## src/rtl/burst_dout_pkg.sv

```systemverilog
package burst_dout_pkg;

  typedef enum logic {
    LAT_FLOW = 1'b0,
    LAT_PIPE = 1'b1
  } lat_mode_e;

  typedef struct packed {
    logic sel;
    logic wr;
  } cyc_kind_t;

endpackage

```

## src/rtl/burst_cmd_capture.sv

```systemverilog
module burst_cmd_capture #(
  parameter int AW    = 4,
  parameter int DW    = 32,
  parameter int LANES = 4
) (
  input  logic             clk,
  input  logic             rst_n,
  input  logic             sel,
  input  logic             wr,
  input  logic [AW-1:0]    addr,
  input  logic [DW-1:0]    wdata,
  input  logic [LANES-1:0] byte_we,
  output burst_dout_pkg::cyc_kind_t q_kind,
  output logic [AW-1:0]    q_addr,
  output logic [DW-1:0]    q_wdata,
  output logic [LANES-1:0] q_be
);

  always_ff @(posedge clk or negedge rst_n) begin
    if (!rst_n) begin
      q_kind  <= '0;
      q_addr  <= '0;
      q_wdata <= '0;
      q_be    <= '0;
    end else begin
      q_kind.sel <= sel;
      q_kind.wr  <= wr;
      q_addr     <= addr;
      q_wdata    <= wdata;
      q_be       <= byte_we;
    end
  end

  AST_RST_IDLE: assert property (@(posedge clk) disable iff (!rst_n)
    $rose(rst_n) |-> !q_kind.sel);

endmodule

```

## src/rtl/burst_word_store.sv

```systemverilog
module burst_word_store #(
  parameter int AW    = 4,
  parameter int DW    = 32,
  parameter int LANES = 4
) (
  input  logic             clk,
  input  burst_dout_pkg::cyc_kind_t kind,
  input  logic [AW-1:0]    addr,
  input  logic [DW-1:0]    wdata,
  input  logic [LANES-1:0] be,
  output logic [DW-1:0]    rd_word
);

  localparam int LW    = DW / LANES;
  localparam int DEPTH = 1 << AW;

  logic do_write;
  assign do_write = kind.sel & kind.wr;

  for (genvar l = 0; l < LANES; l++) begin : g_lane
    logic [LW-1:0] lane_mem [DEPTH];

    always_ff @(posedge clk) begin
      if (do_write && be[l]) lane_mem[addr] <= wdata[l*LW +: LW];
    end

    assign rd_word[l*LW +: LW] = lane_mem[addr];
  end

endmodule

```

## src/rtl/burst_out_stage.sv

```systemverilog
module burst_out_stage #(
  parameter int DW    = 32,
  parameter int LANES = 4
) (
  input  logic          clk,
  input  logic          rst_n,
  input  logic          pipe_mode,
  input  burst_dout_pkg::cyc_kind_t kind,
  input  logic [DW-1:0] arr_word,
  input  logic          oe_n,
  output logic [DW-1:0] bus_data,
  output logic          bus_drive
);
  import burst_dout_pkg::*;

  localparam int LW = DW / LANES;

  lat_mode_e     mode;
  logic          rd_cyc;
  logic [DW-1:0] hold_data;
  logic          hold_drv;
  logic [DW-1:0] src_word;
  logic          core_drv;

  assign mode   = lat_mode_e'(pipe_mode);
  assign rd_cyc = kind.sel & ~kind.wr;

  always_ff @(posedge clk or negedge rst_n) begin
    if (!rst_n) begin
      hold_data <= '0;
      hold_drv  <= 1'b0;
    end else begin
      if (rd_cyc) hold_data <= arr_word;
      hold_drv <= rd_cyc;
    end
  end

  always_comb begin
    if (mode == LAT_PIPE) begin
      src_word = hold_data;
      core_drv = hold_drv & rd_cyc;
    end else begin
      src_word = arr_word;
      core_drv = rd_cyc;
    end
  end

  assign bus_drive = core_drv & ~oe_n;

  for (genvar l = 0; l < LANES; l++) begin : g_lane_gate
    assign bus_data[l*LW +: LW] = bus_drive ? src_word[l*LW +: LW] : '0;
  end

  AST_HIZ_ZERO: assert property (@(posedge clk) disable iff (!rst_n)
    !bus_drive |-> (bus_data == '0));
  AST_OE_KILL: assert property (@(posedge clk) disable iff (!rst_n)
    oe_n |-> !bus_drive);

endmodule

```

## src/rtl/burst_dout_path.sv

```systemverilog
module burst_dout_path #(
  parameter int AW    = 4,
  parameter int DW    = 32,
  parameter int LANES = 4
) (
  input  logic             clk,
  input  logic             rst_n,
  input  logic             pipe_mode,
  input  logic             sel,
  input  logic             wr,
  input  logic [AW-1:0]    addr,
  input  logic [DW-1:0]    wdata,
  input  logic [LANES-1:0] byte_we,
  input  logic             oe_n,
  output logic [DW-1:0]    rd_data,
  output logic             rd_drive
);
  import burst_dout_pkg::*;

  cyc_kind_t        q_kind;
  logic [AW-1:0]    q_addr;
  logic [DW-1:0]    q_wdata;
  logic [LANES-1:0] q_be;
  logic [DW-1:0]    arr_word;

  burst_cmd_capture #(.AW(AW), .DW(DW), .LANES(LANES)) u_cap (
    .clk(clk), .rst_n(rst_n), .sel(sel), .wr(wr), .addr(addr),
    .wdata(wdata), .byte_we(byte_we), .q_kind(q_kind), .q_addr(q_addr),
    .q_wdata(q_wdata), .q_be(q_be)
  );

  burst_word_store #(.AW(AW), .DW(DW), .LANES(LANES)) u_store (
    .clk(clk), .kind(q_kind), .addr(q_addr), .wdata(q_wdata),
    .be(q_be), .rd_word(arr_word)
  );

  burst_out_stage #(.DW(DW), .LANES(LANES)) u_out (
    .clk(clk), .rst_n(rst_n), .pipe_mode(pipe_mode), .kind(q_kind),
    .arr_word(arr_word), .oe_n(oe_n), .bus_data(rd_data), .bus_drive(rd_drive)
  );

  // Cycles since reset release, saturating; keeps $past inside valid history.
  logic [1:0] live_cnt;
  always_ff @(posedge clk or negedge rst_n) begin
    if (!rst_n) live_cnt <= '0;
    else if (live_cnt != 2'd3) live_cnt <= live_cnt + 2'd1;
  end

  AST_DESEL_OFF: assert property (@(posedge clk) disable iff (!rst_n)
    (live_cnt >= 2'd1) && $past(!sel) |-> !rd_drive);
  AST_WRITE_HIZ: assert property (@(posedge clk) disable iff (!rst_n)
    (live_cnt >= 2'd1) && $past(sel && wr) |-> !rd_drive);
  AST_FLOW_LAT: assert property (@(posedge clk) disable iff (!rst_n)
    (live_cnt >= 2'd1) && !pipe_mode && $past(sel && !wr) && !oe_n |-> rd_drive);
  AST_PIPE_LAT: assert property (@(posedge clk) disable iff (!rst_n)
    (live_cnt >= 2'd2) && pipe_mode && $past(sel && !wr, 2) && $past(sel && !wr)
    && !oe_n |-> rd_drive);
  AST_PIPE_NO_EARLY: assert property (@(posedge clk) disable iff (!rst_n)
    (live_cnt >= 2'd2) && pipe_mode && $past(!(sel && !wr), 2) |-> !rd_drive);

endmodule

```

## config.mk

```make
export PLATFORM = sky130hd
export DESIGN_NAME = burst_dout_path
export DESIGN_NICKNAME = d
export VERILOG_FILES = /design/src/rtl/burst_dout_pkg.sv /design/src/rtl/burst_cmd_capture.sv /design/src/rtl/burst_word_store.sv /design/src/rtl/burst_out_stage.sv /design/src/rtl/burst_dout_path.sv
export SDC_FILE = /design/constraint.sdc
export NUM_CORES = 1
export LEC_CHECK = 0
export ABC_CLOCK_PERIOD_IN_PS = 2700
export CAP_MARGIN = 20
export CELL_PAD_IN_SITES_DETAIL_PLACEMENT = 1
export CELL_PAD_IN_SITES_GLOBAL_PLACEMENT = 1
export CORE_MARGIN = 1
export CORE_UTILIZATION = 35
export CTS_CLUSTER_SIZE = 20
export DETAILED_ROUTE_END_ITERATION = 12
export PLACE_DENSITY = 0.58
export SKIP_LAST_GASP = 1
export SYNTH_ARGS = -nofsm -noshare
export SYNTH_HDL_FRONTEND = slang
export SYNTH_SLANG_ARGS = --single-unit
```

## constraint.sdc

```tcl
create_clock -name clk -period 2.7 [get_ports clk]
set_input_delay 0.54 -clock clk [delete_from_list [all_inputs] [get_ports clk]]
set_output_delay 0.54 -clock clk [all_outputs]
set_load 0.1 [all_outputs]
```

* After elaboration in Yosys (flattened, before gate mapping)
Memories as Yosys holds them, arrays and structs flattened. Index checks and enable logic that the tools add are counted.
Storage, ports and cells: register bits after elaboration 75, bits in writable memories 512, input port bits 46, memories 4
Memory list:
- u_store.g_lane[0].lane_mem | depth 16, bits a word 8, rd ports 1, clocked after Yosys merged registers in 0, write ports 1, RTL line burst_word_store.sv:21 | logic [LW-1:0] lane_mem [DEPTH];
- u_store.g_lane[1].lane_mem | depth 16, bits a word 8, rd ports 1, clocked after Yosys merged registers in 0, write ports 1, RTL line burst_word_store.sv:21
- u_store.g_lane[2].lane_mem | depth 16, bits a word 8, rd ports 1, clocked after Yosys merged registers in 0, write ports 1, RTL line burst_word_store.sv:21
- u_store.g_lane[3].lane_mem | depth 16, bits a word 8, rd ports 1, clocked after Yosys merged registers in 0, write ports 1, RTL line burst_word_store.sv:21
Cells by class: muxes and demuxes 14, bitwise gates (word level) 6, reductions and logical operators 4
Operator list (number):
- $mux W32 | 1
- $mux W8 | 4
- $mux W1 | 9
- $and A1 B1 Y1 | 4
- $logic_and A1 B1 Y1 | 4
- $not A1 Y1 | 2

* Longest topological paths before layout
depth in word-level cells 6, gate-level depth with buffers 6, depth with buffers taken out 4

* Modules after synthesis
Synthesis repeated with hierarchy kept, for this count alone.
Second synthesis, totals: cell total of the unflattened synthesis 1072, area, all modules 22650.5 um2
Modules (own cells, without submodules):
- burst_word_store | instances 1, cells an instance 878, area each 19493.7 um2
- burst_out_stage | instances 1, cells an instance 152, area each 2105.8 um2
- burst_cmd_capture | instances 1, cells an instance 42, area each 1051.0 um2

* Least setup slack after synthesis
Ideal clock, no wire load.
kind input to output, start point input oe_n, end point output rd_drive, data arrival time 3.069 ns, slack -0.909 ns, cell stages on the path 2, buffers on the path 0, path through nor3b_2 -> a21boi_0
Between the ends: cells in the longest elaborated chain, start to end 2
Ends and longest elaborated chain:
- start, declared | RTL line burst_dout_path.sv:14 | input logic oe_n,
- $not A1 Y1 | RTL line burst_out_stage.sv:48 | assign bus_drive = core_drv & ~oe_n;
- $and A1 B1 Y1 | RTL line burst_out_stage.sv:48
- end, declared | RTL line burst_dout_path.sv:16 | output logic rd_drive
No other way between the ends.

* Worst setup path after layout
start point register u_cap.q_addr[0], end point output rd_data[17]
Between the ends: cells in the longest elaborated chain, start to end 3
Ends and longest elaborated chain:
- start, declared | RTL line burst_cmd_capture.sv:14 | output logic [AW-1:0] q_addr,
- start signal, assigned | RTL line burst_cmd_capture.sv:28 | q_addr <= addr;
- $mem_v2 Z16 W8
- $mux W32 | RTL line burst_out_stage.sv:39 | if (mode == LAT_PIPE) begin
- $mux W8 | RTL line burst_out_stage.sv:51 | assign bus_data[l*LW +: LW] = bus_drive ? src_word[l*LW +: LW] : '0;
- end, declared | RTL line burst_dout_path.sv:15 | output logic [DW-1:0] rd_data,
No other way between the ends.

==> flow_summary.toml <==
[status]
status = "complete, but fails checks"
violations = "negative setup slack"

[yosys]
syn_inst = 1074
synth_edf_count = 512
synthTopCellsByArea = "edfxtp_1 67%, mux4_2 13%, dfrtp_1 8.2%, o221ai_2 2.9%, mux2i_4 2.2%"
synth_top_area_cell = "edfxtp_1"
yosysMostFrequentCell = "edfxtp_1"
async_reset_ff_share_pct = 12.8
ys_types = 24
synth_commonest_cells = "512 x edfxtp_1, 128 x mux4_2, 75 x dfrtp_1, 66 x nor2_1, 44 x o221ai_2"
ys_ff_latch = 587
dominantRegCellSynth = "edfxtp_1"
ys_seq_area_share_pct = 75.1
syn_avg_cell_area_sq_um = 21.4
synth_top_area_share_pct = 66.9
post_synth_instance_area_sq_um = 23000
synthesis.nets = 1120
ys_warn_count = 0

[clock_network]
cts_root_buf = "clkbuf_16"
clkLatencyLatePin_ns = 0.62
cts-buffers-inserted = 60
cts.sinks = 587
clockBufferDepth = 3
clk_pin_slew_ns = 0.06
cts_tree = "built"
cts.htree.levels = 2

[placement]
portBuffers = 78
dp.cells = 2095
gp_congestion = 0.723
dp_slack_ns = -0.382
dp_hpwl_um = 35300
placed_area_sq_um = 26700

[critical_path]
ff2ff_setup_slack_ns = 0.35
cp-start-kind = "flip-flop"
cp_top_family = "multiplexers"
critPathMaxFanout = 15
timing.rr.start = "u_cap.q_addr[1]$_DFF_PN0_"
r2r_cells = 5
timing.rr.end = "u_store.g_lane[3].lane_mem[11][0]$_DFFE_PP_"
path_buf_inv = 3
worstPathRequired_ns = 2.16
slowest_stage = "mux4_2"
slowest_delay_ns = 0.54
worstSetupEndpointType = "output pin"
critPathArrivalTime_ns = 2.67
crit_chain = "buf_8 > mux4_2 > mux2i_2 > buf_4 > o221ai_4 > buf_12"
path_class = "flip-flop to output pin"

[timing]
finalCritPeriodShare_pct = 119
setup_viol = 32
max_freq_ghz = 0.311
hold_viol = 0
worst_pin_slew_ns = 0.724
slew_headroom_pct = 51.6
setup_ws_ns = -0.512
rsz0062_at_grt = "yes"
slew_viol_final = 0
finClkSkew_ns = 0.0250
period_minus_slack_ns = 3.21
setup-tns-final_ns = -14.54

[routing]
drtIter0Drc = 748
drtPass1Iterations = 5
via_per_inst = 5.10
drc = 0
post_drt_wl_per_cell_um = 25.2
vias = 11500
ant_nets = 0
wl_um = 56900

[global_route]
grt_usage_pct = 17.4
antenna_found_initial = 0
grt_pass1_vias = 12500
grt_overflow_total = 0
grt_first_pass_wirelength_um = 84300
grt_max_degree = 46

[final_layout]
fin_nets = 1396
fin_area_sq_um = 29300
fin_util_pct = 45.3
stdcell_count = 2257
antenna_cells = 0
drive_gt1_share_pct = 38.4
area_growth_pct = 27.5

[floorplanning]
row_count = 93
die_h_um = 258
dieWidth_um = 258
dieArea_sq_um = 66600
initial_core_util_pct = 35.5
io_pins = 79
core-area_sq_um = 64700

[power_and_ir_drop]
power_density_nw_per_um2 = 685
p_leak_uw = 0.00973
ir_drop_uv = 500

[worst_hold_path]
worstHoldPathType = "primary input to async pin"

[run]
max_cap_violations = 0
worst max path at each step:
stage,startpoint,cells past startpoint,to,slack [ns]
2_1_floorplan,u_cap.q_kind[0]$_DFF_PN0_,5,rd_data[23],-0.62
3_3_place_gp,oe_n,5,rd_drive,-0.38
3_5_place_dp,oe_n,5,rd_drive,-0.38
4_1_cts,u_cap.q_addr[0]$_DFF_PN0_,7,rd_data[26],-0.57
5_1_grt,u_cap.q_addr[0]$_DFF_PN0_,7,rd_data[23],-0.62
6_report,u_cap.q_addr[0]$_DFF_PN0_,6,rd_data[17],-0.51
sequential cells by signal, summed over array words and instances (netlist names):
signal,count
u_store.g_lane.lane_mem,512
u_cap.q_wdata,32
u_out.hold_data,32
u_cap.q_addr,4
u_cap.q_be,4
u_cap.q_kind,2
u_out.hold_drv,1
through the flow:
stage                     hold WS, ns  power (uW)
after detailed placement        0.415       11700
after global placement          0.411       11700
final                           0.315       20100
after CTS                       0.284       20200
after global routing            0.316       20700
after floorplan                 0.244       11100
cell families after synthesis:
family | count (synthesis) | share of synthesized area [%]
AO/OA/AOI/OAI | 65 | 3.67
multiplexers | 192 | 16.5
flip-flops | 587 | 75.1
AND/OR/NAND/NOR | 161 | 3.02
buffers and inverters | 69 | 1.65
cell type report:
| class | count | area (sq um) |
|---|---|---|
| Fill cell | 6018 | 35400 |
| Clock buffer | 90 | 1710 |
| Clock inverter | 24 | 305 |
| Timing Repair Buffer | 281 | 3150 |
| Sequential cell | 587 | 17300 |
| Multi-Input combinational cell | 418 | 5780 |
| Inverter | 2 | 7.51 |
| Tap cell | 855 | 1070 |
report_power, final:
part	switching, uW	internal [uW]	total [uW]	leakage (uW)
Sequential	182	10000	10200	0.00550
Clock	3400	5020	8420	0.000969
Combinational	723	694	1420	0.00326
Total	4300	15800	20100	0.00973
what timing repair did:
item                       in CTS  in global routing
hold buffers                    1                  0
gates cloned                    5                  1
gates resized for setup        19                  7
hold endpoints to repair        9                  0
setup endpoints to repair      33                 33
pin swaps                       0                  3
setup buffers                  23                 19
per-layer routing:
layer  GRT usage [%]  part of all wire [%]  vias up
met5               0                     0        -
met4            3.99                   1.7        0
met3            2.82                   4.2       58
met2            29.0                    50      263
met1            23.9                    44     6185
li1                -                     -     5010
worst register-to-register path, delay by kind of cell, from the launching register on:
family,cells,cell delay (ns)
simple gates,3,0.82
buf+inv,2,0.59
flops,1,0.65
cell usage in the layout (no fill, tap or decap), types with 7 or more instances in the layout:
master / instances
edfxtp_1: 512
buf_4: 163
mux4_2: 128
dfrtp_1: 71
nor2_1: 66
buf_12: 64
clkbuf_16: 63
clkdlybuf4s50_1: 44
nand3_1: 42
nand2_1: 41
mux2i_1: 34
o221ai_4: 30
clkbuf_1: 23
mux2i_4: 22
o221ai_2: 22
o221ai_1: 12
mux2i_2: 8
clkinv_1: 8
bufinv_16: 7
Power figures use the tool's default switching activity.
